===== src/rtl/tsch_pkg.sv =====
package tsch_pkg;
  localparam int NQ = 3;

  typedef enum logic [1:0] {
    Q_POST = 2'd0,
    Q_NONP = 2'd1,
    Q_CPL  = 2'd2
  } qkind_e;

  // data credits occupied by a payload, one credit per four doublewords
  function automatic int unsigned dw_to_units(input int unsigned dw);
    return (dw + 32'd3) / 32'd4;
  endfunction
endpackage


===== src/rtl/tsch_head_eval.sv =====
module tsch_head_eval
  import tsch_pkg::*;
#(
  parameter int          TS_W        = 16,
  parameter int          PORT_W      = 2,
  parameter int          LEN_W       = 10,
  parameter int          CRED_W      = 12,
  parameter int unsigned STALE_LIMIT = 50000,
  parameter int          EGRESS_ID   = 0
) (
  input  logic              valid,
  input  logic [TS_W-1:0]   ts,
  input  logic [TS_W-1:0]   now,
  input  logic [PORT_W-1:0] dest,
  input  logic [LEN_W-1:0]  len,
  input  logic              full,
  input  logic              cut,
  input  logic [CRED_W-1:0] hcred,
  input  logic [CRED_W-1:0] dcred,
  output logic              live,
  output logic              stale,
  output logic              sendable,
  output logic [TS_W-1:0]   age
);
  function automatic logic [TS_W-1:0] wrap_age(input logic [TS_W-1:0] n, input logic [TS_W-1:0] t);
    return n - t;
  endfunction

  function automatic logic credit_fits(input logic [CRED_W-1:0] hc, input logic [CRED_W-1:0] dc,
                                       input logic [LEN_W-1:0] l);
    return (hc != '0) && (32'(dc) >= dw_to_units(32'(l)));
  endfunction

  logic local_dest;

  always_comb begin
    age        = wrap_age(now, ts);
    stale      = valid && (32'(age) > STALE_LIMIT);
    live       = valid && !stale;
    local_dest = (dest == PORT_W'(EGRESS_ID));
    sendable   = live && local_dest && credit_fits(hcred, dcred, len) && (cut || full);
  end
endmodule


===== src/rtl/tsch_ingress_pick.sv =====
module tsch_ingress_pick
  import tsch_pkg::*;
#(
  parameter int TS_W = 16
) (
  input  logic [NQ-1:0]      live,
  input  logic [NQ-1:0]      sendable,
  input  logic [NQ-1:0]      ro,
  input  logic [NQ*TS_W-1:0] age,
  input  logic               dro,
  input  logic               replay_full,
  output logic               cand_valid,
  output qkind_e             cand_q,
  output qkind_e             oldest_q,
  output logic               any_live
);
  logic [TS_W-1:0] best_age, pass_age;
  logic            pass_found;
  qkind_e          pass_q;

  always_comb begin
    any_live = 1'b0;
    oldest_q = Q_POST;
    best_age = '0;
    for (int q = 0; q < NQ; q++) begin
      if (live[q] && (!any_live || age[q*TS_W +: TS_W] > best_age)) begin
        any_live = 1'b1;
        best_age = age[q*TS_W +: TS_W];
        oldest_q = qkind_e'(q[1:0]);
      end
    end

    pass_found = 1'b0;
    pass_q     = Q_POST;
    pass_age   = '0;
    for (int q = 0; q < NQ; q++) begin
      if (q != int'(oldest_q) && sendable[q] && ro[q] && qkind_e'(q[1:0]) != Q_NONP &&
          (!pass_found || age[q*TS_W +: TS_W] > pass_age)) begin
        pass_found = 1'b1;
        pass_age   = age[q*TS_W +: TS_W];
        pass_q     = qkind_e'(q[1:0]);
      end
    end

    cand_valid = 1'b0;
    cand_q     = oldest_q;
    if (!replay_full && any_live) begin
      if (sendable[oldest_q]) begin
        cand_valid = 1'b1;
      end else if (!dro && pass_found) begin
        cand_valid = 1'b1;
        cand_q     = pass_q;
      end
    end
  end
endmodule


===== src/rtl/tsch_stale_drop.sv =====
module tsch_stale_drop
  import tsch_pkg::*;
(
  input  logic          clk,
  input  logic          rst_n,
  input  logic [NQ-1:0] stale,
  output logic [NQ-1:0] strobe
);
  logic [NQ-1:0] elig, nxt;

  always_comb begin
    elig = stale & ~strobe;
    nxt  = '0;
    for (int q = NQ - 1; q >= 0; q--) begin
      if (elig[q]) begin
        nxt    = '0;
        nxt[q] = 1'b1;
      end
    end
  end

  always_ff @(posedge clk or negedge rst_n) begin
    if (!rst_n) strobe <= '0;
    else        strobe <= nxt;
  end
endmodule


===== src/rtl/tsch_egress_sched.sv =====
module tsch_egress_sched
  import tsch_pkg::*;
#(
  parameter int          NIN         = 3,
  parameter int          TS_W        = 16,
  parameter int          PORT_W      = 2,
  parameter int          LEN_W       = 10,
  parameter int          CRED_W      = 12,
  parameter int          WID_W       = 5,
  parameter int unsigned STALE_LIMIT = 50000,
  parameter int          EGRESS_ID   = 0
) (
  input  logic                     clk,
  input  logic                     rst_n,
  input  logic [NIN*NQ-1:0]        hd_valid,
  input  logic [NIN*NQ*TS_W-1:0]   hd_ts,
  input  logic [NIN*NQ*PORT_W-1:0] hd_dest,
  input  logic [NIN*NQ-1:0]        hd_ro,
  input  logic [NIN*NQ*LEN_W-1:0]  hd_len,
  input  logic [NIN*NQ-1:0]        hd_full,
  input  logic [TS_W-1:0]          now_ts,
  input  logic [NIN*WID_W-1:0]     in_width,
  input  logic [WID_W-1:0]         eg_width,
  input  logic                     dro,
  input  logic [NQ*CRED_W-1:0]     hdr_cred,
  input  logic [NQ*CRED_W-1:0]     dat_cred,
  input  logic                     replay_full,
  output logic [NIN-1:0]           cand_valid,
  output logic [NIN*2-1:0]         cand_q,
  output logic [NIN-1:0]           cand_cut,
  output logic [NIN*NQ-1:0]        discard
);
  localparam int NH = NIN * NQ;

  logic [NH-1:0]      live_w, stale_w, send_w;
  logic [NH*TS_W-1:0] age_w;
  logic [NIN*2-1:0]   oldest_flat;
  logic [NIN-1:0]     any_live_w;

  for (genvar i = 0; i < NIN; i++) begin : g_in
    qkind_e pick_q, old_q;

    assign cand_cut[i] = (in_width[i*WID_W +: WID_W] >= eg_width);

    for (genvar q = 0; q < NQ; q++) begin : g_q
      localparam int K = i * NQ + q;
      tsch_head_eval #(
        .TS_W(TS_W), .PORT_W(PORT_W), .LEN_W(LEN_W), .CRED_W(CRED_W),
        .STALE_LIMIT(STALE_LIMIT), .EGRESS_ID(EGRESS_ID)
      ) u_eval (
        .valid    (hd_valid[K]),
        .ts       (hd_ts[K*TS_W +: TS_W]),
        .now      (now_ts),
        .dest     (hd_dest[K*PORT_W +: PORT_W]),
        .len      (hd_len[K*LEN_W +: LEN_W]),
        .full     (hd_full[K]),
        .cut      (cand_cut[i]),
        .hcred    (hdr_cred[q*CRED_W +: CRED_W]),
        .dcred    (dat_cred[q*CRED_W +: CRED_W]),
        .live     (live_w[K]),
        .stale    (stale_w[K]),
        .sendable (send_w[K]),
        .age      (age_w[K*TS_W +: TS_W])
      );
    end

    tsch_ingress_pick #(.TS_W(TS_W)) u_pick (
      .live        (live_w[i*NQ +: NQ]),
      .sendable    (send_w[i*NQ +: NQ]),
      .ro          (hd_ro[i*NQ +: NQ]),
      .age         (age_w[i*NQ*TS_W +: NQ*TS_W]),
      .dro         (dro),
      .replay_full (replay_full),
      .cand_valid  (cand_valid[i]),
      .cand_q      (pick_q),
      .oldest_q    (old_q),
      .any_live    (any_live_w[i])
    );

    assign cand_q[i*2 +: 2]      = pick_q;
    assign oldest_flat[i*2 +: 2] = old_q;

    tsch_stale_drop u_drop (
      .clk    (clk),
      .rst_n  (rst_n),
      .stale  (stale_w[i*NQ +: NQ]),
      .strobe (discard[i*NQ +: NQ])
    );
  end
endmodule


===== config.mk =====
export PLATFORM = sky130hd
export DESIGN_NAME = tsch_egress_sched
export DESIGN_NICKNAME = d
export VERILOG_FILES = /design/src/rtl/tsch_pkg.sv /design/src/rtl/tsch_head_eval.sv /design/src/rtl/tsch_ingress_pick.sv /design/src/rtl/tsch_stale_drop.sv /design/src/rtl/tsch_egress_sched.sv
export SDC_FILE = /design/constraint.sdc
export NUM_CORES = 1
export LEC_CHECK = 0
export CORE_ASPECT_RATIO = 0.8
export CORE_MARGIN = 2
export CORE_UTILIZATION = 56
export CTS_CLUSTER_DIAMETER = 60
export DETAILED_ROUTE_END_ITERATION = 8
export GPL_ROUTABILITY_DRIVEN = 0
export PLACE_DENSITY = 0.89
export RECOVER_POWER = 25
export SYNTH_ARGS = -nofsm -noshare
export SYNTH_HDL_FRONTEND = slang
export SYNTH_SLANG_ARGS = --single-unit

===== constraint.sdc =====
create_clock -name clk -period 37.8 [get_ports clk]
set_input_delay 5.67 -clock clk [delete_from_list [all_inputs] [get_ports clk]]
set_output_delay 5.67 -clock clk [all_outputs]
set_load 0.02 [all_outputs]

==> impl_metrics.toml, run 1 <==
[routing]
antenna_left = 0
vias_per_cell = 6.22
wl_per_cell_um = 19.6
drtIter0Drc = 1586
drtPass1Iterations = 6
wl_um = 58000
num_vias = 18438
drc_errors = 0

[setup_path]
required_ns = 32.13
endpoint_kind = "output port"
cp_max_fo = 34
crit_path_max_incr_delay_ns = 0.90
critPathKind = "in2out"
crit_path_start_kind = "input port"
crit_slowest_cell = "o32ai_2"
critical_path.most_common_cell = "a21oi_1"
reg2reg_setup_slack_ns = 36.37
worst_ep_arrival_time_ns = 17.63

[cells_and_area]
drive_above_1_share = 0.0201
reg.largest.list = "g_in.u_drop.strobe: 9 flops"
layout_commonest_cell = "clkdlybuf4s50_1"
syn_to_final_growth_pct = 29.0
final_nets = 3369
final_cell_mix = "clkdlybuf4s50_1, ha_1, inv_1, a21oi_1, nand2_1"
largest_reg_flops = 9
largest_register = "g_in.u_drop.strobe"

[power]
p_sw_uw = 255
seqPwrFrac = 0.026
vdd_drop_max_uv = 15.4
switching_share = 0.532
power.share.clock = 0.040
total_power_uw = 479
pwr-share-comb = 0.934
pwr_density_cell_nw_per_um2 = 23.7
p_leak_uw = 0.00931
internal_power_uw = 224

[yosys]
synth_fa_ha_area_frac = 0.311
syn_area_um2 = 15700
synth_area_leaders = "ha_1, a21oi_1, xnor2_1, a21o_1, inv_1"
synth_xor_area_frac = 0.101
synth_top_family_by_area = "adder cells"
synth-compound-area-share = 0.292
synthCells = 2213
synth_simple_gate_area_frac = 0.210
avgSynthCellArea_um2 = 7.09
synthArstFlopShare = 1.00
yosysSeqAreaShare = 0.0144
yosysUniqueCellTypes = 81
ys_seq_elements = 9
ys.warnings.count = 0
synthFlopType = "dfrtp_1"
muxShareOfSynthArea = 0.00718
synth_top_area_frac = 0.299
synth_edf_count = 0
yosys.area.top_type = "ha_1"
synth_nets = 2988

[run]
drv_cap = 0

[sta]
hold_viol_final = 0
rsz0062_at_grt = "no"
fmax_mhz = 42.9
finClkSkew_ns = 0.000129
period_minus_slack_ns = 23.30
final.period_utilization = 0.616
layout_setup_ws_ns = 14.50
relSlewSlack = 0.273
fin_hold_ws_ns = 0.550
setup_tns_ns = 0
setup-violations-final = 0
tightest_slew_ns = 1.08
drv_slew = 0

[floorplanning]
io_pins = 412
die_h_um = 154
dieWidth_um = 191
rows = 54
core_um2 = 27400
dieArea_um2 = 29400
start_util = 0.572

[global_routing]
grt_max_degree = 36
met3_usage = 0.0635
grt_pass1_vias = 18068
grt_usage = 0.378
gr-usage-met2 = 0.629
grt_antenna_before_repair = 6
grt_pass1_wl_um = 89700
grtUsageMet1 = 0.458
busiest_layer = "met2"
gr-total-overflow = 0

[placed_design]
place_hpwl_um = 49400
numPortBuffers = 408
place_ws_ns = 14.95

[clock_network]
cts_buffers = 3
cts.sinks = 9
clockBufferDepth = 2
insertion_delay_ns = 0.24
clockRootBuffer = "clkbuf_16"
cts_tree = "yes"
hold_buffers = 0
clk_pin_slew_ns = 0.04
cts-resized-gates = 0
htreeDepth = 1
cts_setup_buffers = 0

[status]
status = "completed"

[hold_path]
hold_path.class = "reg2reg"
[cells in the mapped netlist, drive strengths merged, types with 28 or more instances]
cell    instances
a211oi         28
a21o          110
a21oi         211
clkbuf         42
ha            375
inv           213
nand2         195
nand2b         41
nand3          40
nand4          40
nor2          163
nor2b          43
nor3           45
o21a           49
o21ai          98
xnor2         107
xor2           74
[cell type report]
class	count	area [um2]
Antenna cell	7	17.5
Clock buffer	3	75.1
Clock inverter	1	5.00
Fill cell	2135	7190
Inverter	213	800
Multi-Input combinational cell	1941	14400
Sequential cell	9	225
Tap cell	364	455
Timing Repair Buffer	426	4220
[power groups by stage]
stage	combinational (uW)	sequential, uW	clock [uW]
after floorplan	290	13.2	0
after global placement	409	12.3	0
after detailed placement	432	12.3	0
after CTS	435	12.2	19.2
after global routing	490	12.3	19.7
final	447	12.3	19.2
[metrics by stage]
step,instance area (um2),util,std cells
after floorplan,15700,-,2213
after global placement,20100,0.734,2953
after detailed placement,20100,0.734,2953
after CTS,20200,0.737,2957
after global routing,20200,0.738,2963
final,20200,0.738,2964
[metal layers]
| metal | vias up | part of all wire |
|---|---|---|
| li1 | 8858 | - |
| met1 | 8396 | 0.39 |
| met2 | 965 | 0.44 |
| met3 | 219 | 0.10 |
| met4 | 0 | 0.065 |
| met5 | - | 0 |
[critical path, delay by kind of cell]
family / cells / cell delay, ns
adder cells (fa/ha/maj): 5 / 1.64
AO/OA/AOI/OAI: 26 / 6.60
multiplexers: 1 / 0.34
XOR/XNOR: 1 / 0.13
buffers and inverters: 5 / 1.34
AND/OR/NAND/NOR: 12 / 1.86
[path summary, 6_finish.rpt]
kind | depth (start not counted) | to | startpoint
setup / recovery | 50 | cand_q[3] | now_ts[0]
hold / removal | 2 | g_in[0].u_drop.strobe[2] | g_in[0].u_drop.strobe[2]
setup reg to reg | 2 | g_in[0].u_drop.strobe[2] | g_in[0].u_drop.strobe[0]
hold reg to reg | 2 | g_in[0].u_drop.strobe[2] | g_in[0].u_drop.strobe[2]
max in group asynchronous | 1 | g_in[1].u_drop.strobe[0] | rst_n
min in group asynchronous | 1 | g_in[0].u_drop.strobe[1] | rst_n
[logic make-up (layout without fill, tap and decap cells)]
logic type	Yosys count	count (layout)
adders and majority gates	384	384
buffers and inverters	263	643
xor gates and xnor gates	181	181
DFF	9	9
other	0	7
and+or+nand+nor	677	677
AOI/OAI and AO/OA	689	689
muxes	10	10
Power figures use the tool's default switching activity.
==> run 2: changes to the inputs <==
CORE_UTILIZATION = 47   (was 56)
PLACE_DENSITY = 0.8   (was 0.89)
clock period = 19.55 ns   (was 37.8 ns; I/O delays follow)
==> run 2 against run 1 <==
Utilization fell by 12 points; die area is 19% higher; critical path depth decreased by 2; first-iteration DRC count is 4.8% lower; flip-flop and latch count did not move; sequential power rose by 89%; worst setup slack worse by 12 ns; via count down 0.25%; total power grew 94%; register-to-register slack got worse by 18 ns; clock power up 95%.
==> impl_metrics.toml, run 2 (synthesized netlist as in run 1, its figures left out) <==
[status]
status = "completed"

[cells_and_area]
largest_register = "g_in.u_drop.strobe"
syn_to_final_growth_pct = 29.5
reg.largest.list = "g_in.u_drop.strobe: 9 flops"
largest_reg_flops = 9
layout_commonest_cell = "clkdlybuf4s50_1"
regArea_um2 = 225
stdcell_count = 3026
final_nets = 3370
multi_input_area_um2 = 14400
final_cell_mix = "clkdlybuf4s50_1, ha_1, inv_1, a21oi_1, nand2_1"
nFillCells = 2931
drive_above_1_share = 0.0204

[clock_network]
clockBufferDepth = 2
cts_tree = "yes"
cts_setup_buffers = 0
clockRootBuffer = "clkbuf_16"
cts.sinks = 9
cts_buffers = 3
htreeDepth = 1
insertion_delay_ns = 0.24
cts-resized-gates = 0
clk_pin_slew_ns = 0.04
hold_buffers = 0

[sta]
fmax_mhz = 57.7
layout_setup_ws_ns = 2.20
relSlewSlack = 0.333
finClkSkew_ns = 0.000351
hold_viol_final = 0
tightest_slew_ns = 0.997
rsz0062_at_grt = "no"
period_minus_slack_ns = 17.35
drv_slew = 0
setup-violations-final = 0
setup_tns_ns = 0
final.period_utilization = 0.887

[placed_design]
place_ws_ns = 2.57
place_hpwl_um = 50600
numPortBuffers = 408
dpl.cell_count = 3017

[setup_path]
crit_path_max_incr_delay_ns = 0.82
reg2reg_from = "g_in[0].u_drop.strobe[0]"
critPathKind = "in2out"
critical_path.most_common_cell = "o21ai_0"
worstSetupPathDepth = 48
startpoint = "now_ts[0]"
cp_max_fo = 21
required_ns = 16.62
reg2reg_setup_slack_ns = 18.24
r2r_cells = 2
worst-path-buf-inv = 6
endpoint_kind = "output port"
crit_family = "compound AO/OA/AOI/OAI gates"
crit_path_start_kind = "input port"
crit_slowest_cell = "o32ai_2"
r2r-end = "g_in[0].u_drop.strobe[2]"
worst_ep_arrival_time_ns = 14.41

[routing]
num_vias = 18392
wl_per_cell_um = 19.4
wl_um = 58800
drtIter0Drc = 1510
vias_per_cell = 6.08
drtPass1Iterations = 8
antenna_left = 0
drc_errors = 0

[floorplanning]
io_pins = 412
core_um2 = 32700
dieArea_um2 = 34900
die_h_um = 167
start_util = 0.480
rows = 59
dieWidth_um = 208

[hold_path]
whs_endpoint = "g_in[1].u_drop.strobe[0]"
hp-start = "g_in[1].u_drop.strobe[0]"
whs_path_depth = 1
hold_path.class = "reg2reg"

[global_routing]
grt_usage = 0.322
gr-total-overflow = 0
grt_max_degree = 36
grt_antenna_before_repair = 5
grt_pass1_wl_um = 91400
grt_pass1_vias = 17818

[power]
p_leak_uw = 0.00931
pwr_density_cell_nw_per_um2 = 45.6
vdd_drop_max_uv = 30.0

[run]
drv_cap = 0
[run 2: per-layer routing]
metal | vias up | wire length [um] | track usage
met4 | 0 | 2790 | 0.124
met1 | 8445 | 24700 | 0.413
met5 | - | 0 | 0
met3 | 155 | 5620 | 0.0572
met2 | 926 | 25700 | 0.537
li1 | 8866 | - | -
[run 2: final cells by class]
cell class              count  share of cell area
diodes                      5            0.000616
clock buffers               3             0.00369
clock inverters             1            0.000246
inverters                 213              0.0393
multi-input cells        1941               0.711
flip-flops and latches      9              0.0111
well taps                 427              0.0263
repair buffers            427               0.208
[run 2: per-stage QoR]
stage	instance area, um2	utilization	hold slack, ns	total power [uW]
5_1_grt	20300	0.621	0.502	1010
3_3_place_gp	20200	0.619	0.458	827
2_1_floorplan	15700	-	0.579	587
6_report	20300	0.621	0.481	927
4_1_cts	20300	0.621	0.475	907
3_5_place_dp	20200	0.619	0.470	862
[run 2: worst max path at each step]
stage                 to  slack (ns)
6_report       cand_q[3]        2.20
5_1_grt        cand_q[3]        1.34
4_1_cts        cand_q[3]        2.53
3_5_place_dp   cand_q[3]        2.57
3_3_place_gp   cand_q[3]        2.80
2_1_floorplan  cand_q[3]        4.96
[run 2: power by group]
group	switching [uW]	internal, uW
clock network	10.3	27.1
logic	481	386
registers	2.20	21.1
total	493	434
